$ cat src/rtl/blkx_pkg.sv
package blkx_pkg;

   typedef enum logic [1:0] {
      KIND_LOAD  = 2'd0,
      KIND_STORE = 2'd1,
      KIND_FETCH = 2'd2,
      KIND_RSVD  = 2'd3
   } blkx_kind_e;

   typedef struct packed {
      logic x;
      logic w;
      logic r;
   } blkx_perm_t;

   localparam int PERM_W = 3;

   // two-bit protection code to permission triple
   function automatic blkx_perm_t prot_decode(input logic [1:0] code);
      blkx_perm_t p;
      unique case (code)
         2'd0:    p = '{x: 1'b0, w: 1'b0, r: 1'b0};
         2'd2:    p = '{x: 1'b1, w: 1'b1, r: 1'b1};
         default: p = '{x: 1'b1, w: 1'b0, r: 1'b1};
      endcase
      return p;
   endfunction

endpackage

$ cat src/rtl/blkx_bank.sv
module blkx_bank #(
   parameter int N_ENT = 4,
   parameter int DW    = 32,
   parameter int IDX_W = 2
) (
   input  logic                      clk,
   input  logic                      rst_n,
   input  logic                      wr_en,
   input  logic                      wr_iset,
   input  logic [IDX_W-1:0]          wr_idx,
   input  logic                      wr_hi,
   input  logic [DW-1:0]             wr_data,
   input  logic                      rd_iset,
   output logic [N_ENT-1:0][DW-1:0]  rd_upper,
   output logic [N_ENT-1:0][DW-1:0]  rd_lower
);
   localparam int N_SETS = 2;

   logic [N_SETS-1:0][N_ENT-1:0][DW-1:0] up_q;
   logic [N_SETS-1:0][N_ENT-1:0][DW-1:0] lo_q;

   for (genvar s = 0; s < N_SETS; s++) begin : g_set
      for (genvar e = 0; e < N_ENT; e++) begin : g_ent
         logic sel;
         assign sel = wr_en && (wr_iset == s[0]) && (wr_idx == IDX_W'(e));

         always_ff @(posedge clk or negedge rst_n) begin
            if (!rst_n) begin
               up_q[s][e] <= '0;
               lo_q[s][e] <= '0;
            end else if (sel) begin
               if (wr_hi) up_q[s][e] <= wr_data;
               else       lo_q[s][e] <= wr_data;
            end
         end
      end
   end

   assign rd_upper = up_q[rd_iset];
   assign rd_lower = lo_q[rd_iset];

endmodule

$ cat src/rtl/blkx_entry_cmp.sv
module blkx_entry_cmp
   import blkx_pkg::*;
#(
   parameter int ADDR_W   = 32,
   parameter int PG_BITS  = 12,
   parameter int BEPI_LSB = 17,
   parameter int LEN_LSB  = 2,
   parameter int LEN_W    = 11,
   parameter int VU_BIT   = 0,
   parameter int VS_BIT   = 1
) (
   input  logic [ADDR_W-1:0] upper,
   input  logic [ADDR_W-1:0] lower,
   input  logic [ADDR_W-1:0] ea,
   input  logic              user,
   output logic              hit,
   output logic [ADDR_W-1:0] pa,
   output blkx_perm_t        perm
);
   localparam logic [ADDR_W-1:0] BEPI_MASK = {ADDR_W{1'b1}} << BEPI_LSB;
   localparam logic [ADDR_W-1:0] PAGE_MASK = {ADDR_W{1'b1}} << PG_BITS;

   logic [LEN_W-1:0]  len;
   logic [ADDR_W-1:0] len_span;
   logic [ADDR_W-1:0] mask;
   logic              en;

   assign len      = upper[LEN_LSB +: LEN_W];
   assign len_span = ADDR_W'(len) << BEPI_LSB;
   assign mask     = BEPI_MASK & ~len_span;
   assign en       = user ? upper[VU_BIT] : upper[VS_BIT];
   assign hit      = en && ((ea & mask) == (upper & BEPI_MASK));
   assign pa       = ((lower & mask) | (ea & ~mask)) & PAGE_MASK;
   assign perm     = prot_decode(lower[1:0]);

endmodule

$ cat src/rtl/blkx_prio_pick.sv
module blkx_prio_pick
   import blkx_pkg::*;
#(
   parameter int N_ENT  = 4,
   parameter int ADDR_W = 32,
   parameter int IDX_W  = 2
) (
   input  logic [N_ENT-1:0]             hit_vec,
   input  logic [N_ENT-1:0][ADDR_W-1:0] pa_vec,
   input  blkx_perm_t [N_ENT-1:0]       perm_vec,
   output logic                         any,
   output logic [IDX_W-1:0]             idx,
   output logic [ADDR_W-1:0]            pa,
   output blkx_perm_t                   perm
);
   // scan from the top down so the lowest hitting index is written last
   always_comb begin
      idx  = '0;
      pa   = '0;
      perm = '0;
      for (int i = N_ENT-1; i >= 0; i--) begin
         if (hit_vec[i]) begin
            idx  = IDX_W'(i);
            pa   = pa_vec[i];
            perm = perm_vec[i];
         end
      end
   end

   assign any = |hit_vec;

endmodule

$ cat src/rtl/blk_xlat_match.sv
module blk_xlat_match
   import blkx_pkg::*;
#(
   parameter int ADDR_W   = 32,
   parameter int N_ENT    = 4,
   parameter int PG_BITS  = 12,
   parameter int BEPI_LSB = 17,
   parameter int LEN_LSB  = 2,
   parameter int LEN_W    = 11,
   parameter bit REG_OUT  = 1'b1,
   localparam int IDX_W   = (N_ENT > 1) ? $clog2(N_ENT) : 1
) (
   input  logic              clk,
   input  logic              rst_n,
   input  logic              cfg_we,
   input  logic              cfg_iset,
   input  logic [IDX_W-1:0]  cfg_idx,
   input  logic              cfg_upper,
   input  logic [ADDR_W-1:0] cfg_wdata,
   input  logic              req_valid,
   input  logic [ADDR_W-1:0] req_ea,
   input  logic [1:0]        req_kind,
   input  logic              req_user,
   output logic              rsp_valid,
   output logic              rsp_hit,
   output logic              rsp_miss,
   output logic [IDX_W-1:0]  rsp_idx,
   output logic [ADDR_W-1:0] rsp_pa,
   output logic [PERM_W-1:0] rsp_perm
);
   initial begin : p_param_chk
      if (N_ENT < 1)
         $fatal(1, "blk_xlat_match: N_ENT must be at least 1");
      if (LEN_LSB + LEN_W > BEPI_LSB)
         $fatal(1, "blk_xlat_match: length field overlaps block base");
      if (BEPI_LSB + LEN_W > ADDR_W)
         $fatal(1, "blk_xlat_match: length field exceeds address width");
      if (PG_BITS > BEPI_LSB)
         $fatal(1, "blk_xlat_match: page offset wider than block granule");
      if (LEN_LSB < 2)
         $fatal(1, "blk_xlat_match: valid bits must sit below the length field");
   end

   // fetches use the instruction table, all other kinds the data table
   logic is_fetch;
   assign is_fetch = (req_kind == KIND_FETCH);

   logic [N_ENT-1:0][ADDR_W-1:0] ent_up;
   logic [N_ENT-1:0][ADDR_W-1:0] ent_lo;

   blkx_bank #(.N_ENT(N_ENT), .DW(ADDR_W), .IDX_W(IDX_W)) u_bank (
      .clk      (clk),
      .rst_n    (rst_n),
      .wr_en    (cfg_we),
      .wr_iset  (cfg_iset),
      .wr_idx   (cfg_idx),
      .wr_hi    (cfg_upper),
      .wr_data  (cfg_wdata),
      .rd_iset  (is_fetch),
      .rd_upper (ent_up),
      .rd_lower (ent_lo)
   );

   logic [N_ENT-1:0]             hit_vec;
   logic [N_ENT-1:0][ADDR_W-1:0] pa_vec;
   blkx_perm_t [N_ENT-1:0]       perm_vec;

   for (genvar e = 0; e < N_ENT; e++) begin : g_cmp
      blkx_entry_cmp #(
         .ADDR_W   (ADDR_W),
         .PG_BITS  (PG_BITS),
         .BEPI_LSB (BEPI_LSB),
         .LEN_LSB  (LEN_LSB),
         .LEN_W    (LEN_W),
         .VU_BIT   (0),
         .VS_BIT   (1)
      ) u_cmp (
         .upper (ent_up[e]),
         .lower (ent_lo[e]),
         .ea    (req_ea),
         .user  (req_user),
         .hit   (hit_vec[e]),
         .pa    (pa_vec[e]),
         .perm  (perm_vec[e])
      );
   end

   logic              sel_any;
   logic [IDX_W-1:0]  sel_idx;
   logic [ADDR_W-1:0] sel_pa;
   blkx_perm_t        sel_perm;

   blkx_prio_pick #(.N_ENT(N_ENT), .ADDR_W(ADDR_W), .IDX_W(IDX_W)) u_pick (
      .hit_vec  (hit_vec),
      .pa_vec   (pa_vec),
      .perm_vec (perm_vec),
      .any      (sel_any),
      .idx      (sel_idx),
      .pa       (sel_pa),
      .perm     (sel_perm)
   );

   // outputs forced to zero unless a valid request hit
   logic              nx_valid, nx_hit, nx_miss;
   logic [IDX_W-1:0]  nx_idx;
   logic [ADDR_W-1:0] nx_pa;
   logic [PERM_W-1:0] nx_perm;

   assign nx_valid = req_valid;
   assign nx_hit   = req_valid && sel_any;
   assign nx_miss  = req_valid && !sel_any;
   assign nx_idx   = nx_hit ? sel_idx : '0;
   assign nx_pa    = nx_hit ? sel_pa  : '0;
   assign nx_perm  = nx_hit ? sel_perm : '0;

   if (REG_OUT) begin : g_reg_out
      // one-cycle response
      always_ff @(posedge clk or negedge rst_n) begin
         if (!rst_n) begin
            rsp_valid <= 1'b0;
            rsp_hit   <= 1'b0;
            rsp_miss  <= 1'b0;
            rsp_idx   <= '0;
            rsp_pa    <= '0;
            rsp_perm  <= '0;
         end else begin
            rsp_valid <= nx_valid;
            rsp_hit   <= nx_hit;
            rsp_miss  <= nx_miss;
            rsp_idx   <= nx_idx;
            rsp_pa    <= nx_pa;
            rsp_perm  <= nx_perm;
         end
      end
   end else begin : g_comb_out
      assign rsp_valid = nx_valid;
      assign rsp_hit   = nx_hit;
      assign rsp_miss  = nx_miss;
      assign rsp_idx   = nx_idx;
      assign rsp_pa    = nx_pa;
      assign rsp_perm  = nx_perm;
   end

endmodule

$ cat config.mk
export PLATFORM = sky130hd
export DESIGN_NAME = blk_xlat_match
export DESIGN_NICKNAME = d
export VERILOG_FILES = /design/src/rtl/blkx_pkg.sv /design/src/rtl/blkx_bank.sv /design/src/rtl/blkx_entry_cmp.sv /design/src/rtl/blkx_prio_pick.sv /design/src/rtl/blk_xlat_match.sv
export SDC_FILE = /design/constraint.sdc
export NUM_CORES = 1
export LEC_CHECK = 0
export BUFFER_PORTS_ARGS = -buffer_cell sky130_fd_sc_hd__buf_2
export CAP_MARGIN = 40
export CORE_ASPECT_RATIO = 1.1
export CORE_MARGIN = 2
export CORE_UTILIZATION = 37
export CTS_CLUSTER_SIZE = 10
export DETAILED_ROUTE_END_ITERATION = 12
export GPL_TIMING_DRIVEN = 0
export HOLD_SLACK_MARGIN = 0.1
export PLACE_DENSITY_LB_ADDON = 0.3
export SETUP_SLACK_MARGIN = 0.4
export SYNTH_ARGS = -nofsm -noshare
export SYNTH_HDL_FRONTEND = slang
export SYNTH_SLANG_ARGS = --single-unit
export TNS_END_PERCENT = 10
$ cat constraint.sdc
create_clock -name clk -period 3.6 [get_ports clk]
set_input_delay 0.54 -clock clk [delete_from_list [all_inputs] [get_ports clk]]
set_output_delay 0.54 -clock clk [all_outputs]
set_load 0.03 [all_outputs]
After elaboration in Yosys (flattened, before gate mapping):

Index checks and enable logic that the tools add are counted.

* word-level logic and storage cells: 127
* output and inout bits: 40
* input bits: 75
* register bits: 552

* eq/ne operators: 12
* muxes and demuxes: 27
* bitwise operators: 26
* magnitude comparators: 1
* reduce and logical (&&, ||, !) cells: 39

Operator list (count)
* $mux 128: 4
* $and 32x32->32: 12
* $mux 32: 5
* $eq 32x32->1: 4
* $not 28->32: 4
* $not 32->32: 4
* $or 32x32->32: 4
* $reduce_and 2->1: 16
* $pmux 3 s2: 4
* $logic_and 1x1->1: 16
* $mux 3: 5
* $eq 2x2->1 const B: 7
* $logic_not 2->1: 5
* $mux 2: 5
* $mux 1: 4
* $reduce_or 4->1: 1
* $eq 2x1->1 const B: 1
* $lt 1x2->1 const B: 1
* $not 1->1: 2
* $logic_not 1->1: 1

Logic depth before layout (Yosys ltp):

* depth in word-level cells: 12
* depth in mapped cells: 14
* gate-level depth less buffers: 8

Modules after synthesis:

Synthesis repeated with hierarchy kept, for this count alone.

* cells, all modules: 1916
* area, all modules: 26844.5 um2

By module, submodules not included
* blkx_bank: area an instance 22138.7 um2, cells each 1419, times used 1, sequential area each 12812.3 um2
* blkx_entry_cmp: area an instance 555.5 um2, cells each 69, times used 4, sequential area each 0.0 um2
* blk_xlat_match: area an instance 1312.5 um2, cells each 88, times used 1, sequential area each 1001.0 um2
* blkx_prio_pick: area an instance 1171.1 um2, cells each 133, times used 1, sequential area each 0.0 um2

Worst setup path before layout:

Ideal clock, no wire load.

* path kind: in2reg
* start: input req_kind[1]
* end: register rsp_pa[23]
* setup slack: 0.610 ns
* path buffers: 1
* stages: 8
* setup time: 0.094 ns
* required time: 3.506 ns
* data arrival time: 2.896 ns
* cells stage by stage: nor2b_4 mux4_2 or4_1 or4_4 buf_6 nor4_2 o21ai_1 a221oi_2

* word-level cells in the longest chain between the ends: 12
* elaborated cells on any way between the ends: 48
* those cells by class: 5 x eq/ne; 13 x mux; 24 x bitwise; 6 x reduce/logical

RTL lines
* from (decl): line blk_xlat_match.sv:22 `input logic [1:0] req_kind,`
* $eq 2x2->1 (*): line blk_xlat_match.sv:46 `assign is_fetch = (req_kind == KIND_FETCH);`
* $mux 128 (implied by the code) (2 in a row): line blkx_bank.sv:39 `assign rd_upper = up_q[rd_iset];`
* $not 28->32: line blkx_entry_cmp.sv:30 `assign mask = BEPI_MASK & ~len_span;`
* $and 32x32->32 or $not 32->32 (tied branches): line blkx_entry_cmp.sv:32, blkx_entry_cmp.sv:33
* $eq 32x32->1 or $and 32x32->32 (tied branches): line blkx_entry_cmp.sv:32, blkx_entry_cmp.sv:33
* $logic_and 1x1->1 or $or 32x32->32 (tied branches): line blkx_entry_cmp.sv:32, blkx_entry_cmp.sv:33
* $mux 32 (4 in a row): line blkx_prio_pick.sv:22 `if (hit_vec[i]) begin`
* $mux 32 (*): line blk_xlat_match.sv:113 `assign nx_pa = nx_hit ? sel_pa : '0;`
* named net nx_pa[23]: line blk_xlat_match.sv:106 `logic [ADDR_W-1:0] nx_pa;`
* to (signal assigned): line blk_xlat_match.sv:131 `rsp_pa <= nx_pa;`
* to (decl): line blk_xlat_match.sv:28 `output logic [ADDR_W-1:0] rsp_pa,`

The timed path passes the listed nets; every way through them passes the cells marked *. The select of a mux whose other input is x is not followed.
A chain may end at the register's enable or synchronous reset.

Worst setup path in the final report:

* start: register u_bank.up_q[217] (netlist name)
* end: register rsp_pa[18]

* word-level cells in the longest chain between the ends: 8
* elaborated cells on any way between the ends: 10
* those cells by class: 1 x eq/ne; 6 x mux; 3 x reduce/logical

RTL lines
* from (decl): line blkx_bank.sv:19 `logic [N_SETS-1:0][N_ENT-1:0][DW-1:0] up_q;`
* from (signal, indexed assignment): line blkx_bank.sv:32 `if (wr_hi) up_q[s][e] <= wr_data;`
* $mux 128 (implied by the code) (*) (2 in a row): line blkx_bank.sv:39
* $eq 32x32->1 (*): line blkx_entry_cmp.sv:32 `assign hit = en && ((ea & mask) == (upper & BEPI_MASK));`
* $logic_and 1x1->1 (*): line blkx_entry_cmp.sv:32
* $mux 32 (3 in a row): line blkx_prio_pick.sv:22
* $mux 32 (*): line blk_xlat_match.sv:113
* named net nx_pa[18]: line blk_xlat_match.sv:106

Marks and branches as above.

==> run summary <==
Global route
- 26.76% — aggregate global-route resource usage
- met2 — Top Usage Layer GRT
- 44.03% — GR met2 Demand/Resource
- 105800 microns — wire length of the first global-routing pass
- 5.575% — GRT met3 Usage
- 32.73% — met1 layer usage reported by global route
- 1 — number of antenna violations at the first check in global routing
- 15630 — number of global-route vias before repair
- 118 — maximum number of pins on one net before global-route repair
- 0 — total global routing overflow

Yosys
- 0.01944 sq mm — Synth Cell Area
- 0 — total number of yosys warnings
- 100.0% — share of synthesized flip-flops with an asynchronous set or reset
- 49.82% — share of synthesized area occupied by flip-flops and latches
- 1667 — post-synthesis cell count
- 0 — EDFF count, synth
- 70 — number of library cell types mapped by synthesis
- 11.66 sq um — mean area per synthesized cell
- sky130_fd_sc_hd__dfrtp_1 — dominant synthesized flop cell
- 387 — flip-flop and latch count after synthesis

CTS
- 2 — htree depth
- sky130_fd_sc_hd__clkbuf_16 — clk root buf
- 0.05 ns — clock slew at the register clock pins of the worst setup and hold paths
- 0.61 ns — clock insertion delay at the later pin of the skew report
- 3 — Longest Clk Path Bufs
- done — clock tree from TritonCTS
- 387 — total number of clock tree sinks
- 46 — number of CTS-inserted buffers

Route
- 1583 — iteration-0 DRC count of the detailed router
- 0 — DRC violations left
- 6.052 — ratio of routed vias to standard cells
- 28.80 microns — per-cell routed wire length
- 6 — number of search-and-repair iterations in the first detailed-routing pass
- 73180 microns — wire length after detailed routing
- 0 — residual antenna-violating net count after detailed routing
- 15380 — total via count in the routed design

Place
- 52850 microns — HPWL after detailed placement
- 0.9750 — global placement routability congestion
- 82 — Port-buffer cells
- -1.061 ns — post-place setup slack
- 2454 — number of instances in the placed design

Cells and area
- 36.30% — fraction of final layout cells sized beyond drive strength 1
- 0.009393 sq mm — multi-input gate area in the final layout
- 4911 — Fillers
- 1925 — Post-layout nets
- 0.009687 sq mm — sequential cell area
- 2541 — fin cells
- 18.88% — area added between synthesis and finish

STA
- 32.72% — slew margin rel.
- 300.4 MHz — maximum clock frequency
- 92.46% — share of the clock period used by the worst path
- 0 — number of setup violations in the final report
- 0.03550 ns — Post-Route Skew
- 1.009 ns — transition time at the pin with the least slew margin
- 0 — final hold vios
- yes — RSZ-0062 raised after global routing
- 0.2716 ns — setup slack after layout
- 0 — Slew Viols, Final
- 0.1536 ns — tightest hold margin
- 3.328 ns — crit path time final

Pwr
- 570.5 mW/mm^2 — PD cells
- 0.3303 mV — maximum ir drop on the vdd rail
- 0.009643 uW — Leakage

Floorplanning
- 244.4 microns — die extent in y
- 88 — # rows
- 37.24% — initial standard-cell utilization of the core
- 0.05439 sq mm — DIE AREA
- 0.05219 sq mm — standard cell core area
- 222.5 microns — die outline width
- 115 — I/O pin count

Setup path
- flip-flop — Worst setup EP type
- 0.27 ns — flop-to-flop setup slack
- flip-flop — critical path startpoint category
- 4 — largest driver fanout on the critical path
- 4.07 ns — required time of the worst setup path
- flip-flop to flip-flop — CP Class
- 3.80 ns — data arrival time of the critical path

Outcome
- finished clean — result of the run

Hold path
- input pin to flip-flop — path type of the worst min-delay path

Run
- 0 — Max Cap Violations

==> cells in the final DEF (no fill, tap or decap), types with 20 or more instances in the layout <==
cell type	n
sky130_fd_sc_hd__dfrtp_1	385
sky130_fd_sc_hd__mux2_2	350
sky130_fd_sc_hd__nor3_1	134
sky130_fd_sc_hd__nand2_1	111
sky130_fd_sc_hd__buf_2	93
sky130_fd_sc_hd__nor2_1	60
sky130_fd_sc_hd__clkbuf_1	56
sky130_fd_sc_hd__a21oi_1	53
sky130_fd_sc_hd__mux2i_1	49
sky130_fd_sc_hd__clkbuf_16	47
sky130_fd_sc_hd__o21ai_0	45
sky130_fd_sc_hd__buf_4	42
sky130_fd_sc_hd__o31ai_1	28
sky130_fd_sc_hd__inv_1	27
sky130_fd_sc_hd__buf_6	21
sky130_fd_sc_hd__or4b_1	20
==> metrics by stage <==
stage          power (uW)  area (sq um)  utilization, %  TNS [ns]
2_1_floorplan        7744         19480               -         0
3_3_place_gp         8629         20730           39.73  -2193.26
3_5_place_dp         8769         21010           40.25    -22.06
4_1_cts             13130         22890           43.87         0
5_1_grt             13720         23100           44.27         0
6_report            13180         23110           44.28         0
==> area by class of cell <==
| cell class | count | area share (%) |
|---|---|---|
| antenna | 1 | 0.01083 |
| buffer | 137 | 3.476 |
| clock buffer | 59 | 5.501 |
| clock inverter | 4 | 0.1679 |
| inverter | 29 | 0.4819 |
| multi-input combinational | 1125 | 40.65 |
| sequential | 387 | 41.92 |
| tap | 675 | 3.655 |
| timing repair buffer | 124 | 4.137 |
==> sequential cells by signal, indices dropped and copies added (netlist names) <==
signal / flops
u_bank.up_q: 224
rsp_valid: 1
rsp_hit: 1
rsp_idx: 2
rsp_miss: 1
rsp_pa: 20
u_bank.lo_q: 136
rsp_perm: 2
==> power by group <==
group	internal, uW	total (uW)	switching, uW
clock	2440	4280	1840
combinational	1380	2680	1300
sequential	5300	6220	919
total	9120	13200	4060
==> routing by layer <==
layer	share of wire (%)	up-vias
li1	-	6524
met1	39	7962
met2	47	710
met3	7.6	181
met4	5.7	0
met5	0	-
==> logic make-up (layout without fill, tap and decap cells) <==
family,Yosys count,count (layout),synth area share (%)
simple gates,417,417,11.34
compound gates,271,271,10.06
xor+xnor,8,8,0.3605
flops,387,387,49.82
buf+inv,166,353,3.997
other cells,1,13,0.01929
mux,417,417,24.40
==> critical path, cell delays in order (launching register included) <==
cell and delay, ns:
sky130_fd_sc_hd__dfrtp_1 0.40, sky130_fd_sc_hd__nor2_1 0.05, sky130_fd_sc_hd__mux4_2 0.47, sky130_fd_sc_hd__or4_4 0.58
sky130_fd_sc_hd__or4_4 0.59, sky130_fd_sc_hd__buf_12 0.17, sky130_fd_sc_hd__nor4_2 0.43, sky130_fd_sc_hd__o21ai_2 0.17
sky130_fd_sc_hd__a221oi_4 0.36
==> final timing paths <==
kind                                              startpoint                            to  cells after the start
worst min-delay path                              req_ea[13]          rsp_pa[13]$_DFF_PN0_                      3
worst max-delay path            u_bank.up_q[217]$_DFFE_PN0P_          rsp_pa[18]$_DFF_PN0_                      8
min in group asynchronous                              rst_n   u_bank.up_q[66]$_DFFE_PN0P_                      2
worst max register to register  u_bank.up_q[217]$_DFFE_PN0P_          rsp_pa[18]$_DFF_PN0_                      8
max in group asynchronous                              rst_n   u_bank.lo_q[25]$_DFFE_PN0P_                      4
worst min register to register  u_bank.lo_q[212]$_DFFE_PN0P_  u_bank.lo_q[212]$_DFFE_PN0P_                      1
==> timing repair <==
item	in CTS	in global routing
buffers inserted	13	7
pin swaps	20	18
setup endpoints to repair	26	25
gates cloned	2	0
resized for setup	99	35
hold endpoints to repair	74	0
hold buffers	1	0
==> synthesized netlist by cell type, types with 19 or more instances <==
cell type                  instances  area (sq um)
sky130_fd_sc_hd__buf_4            19         142.6
sky130_fd_sc_hd__or4b_1           20         200.2
sky130_fd_sc_hd__mux2_2          350          3941
sky130_fd_sc_hd__buf_1            27         101.4
sky130_fd_sc_hd__o21ai_0          49         245.2
sky130_fd_sc_hd__a21oi_1          55         275.3
sky130_fd_sc_hd__nand2_1         111         416.7
sky130_fd_sc_hd__mux2i_1          53         530.5
sky130_fd_sc_hd__clkbuf_1         65         244.0
sky130_fd_sc_hd__o31ai_1          28         210.2
sky130_fd_sc_hd__dfrtp_1         387          9684
sky130_fd_sc_hd__nor2_1           60         225.2
sky130_fd_sc_hd__inv_1            27         101.4
sky130_fd_sc_hd__nor3_1          137         685.7
(Power assumes the default switching activity.)
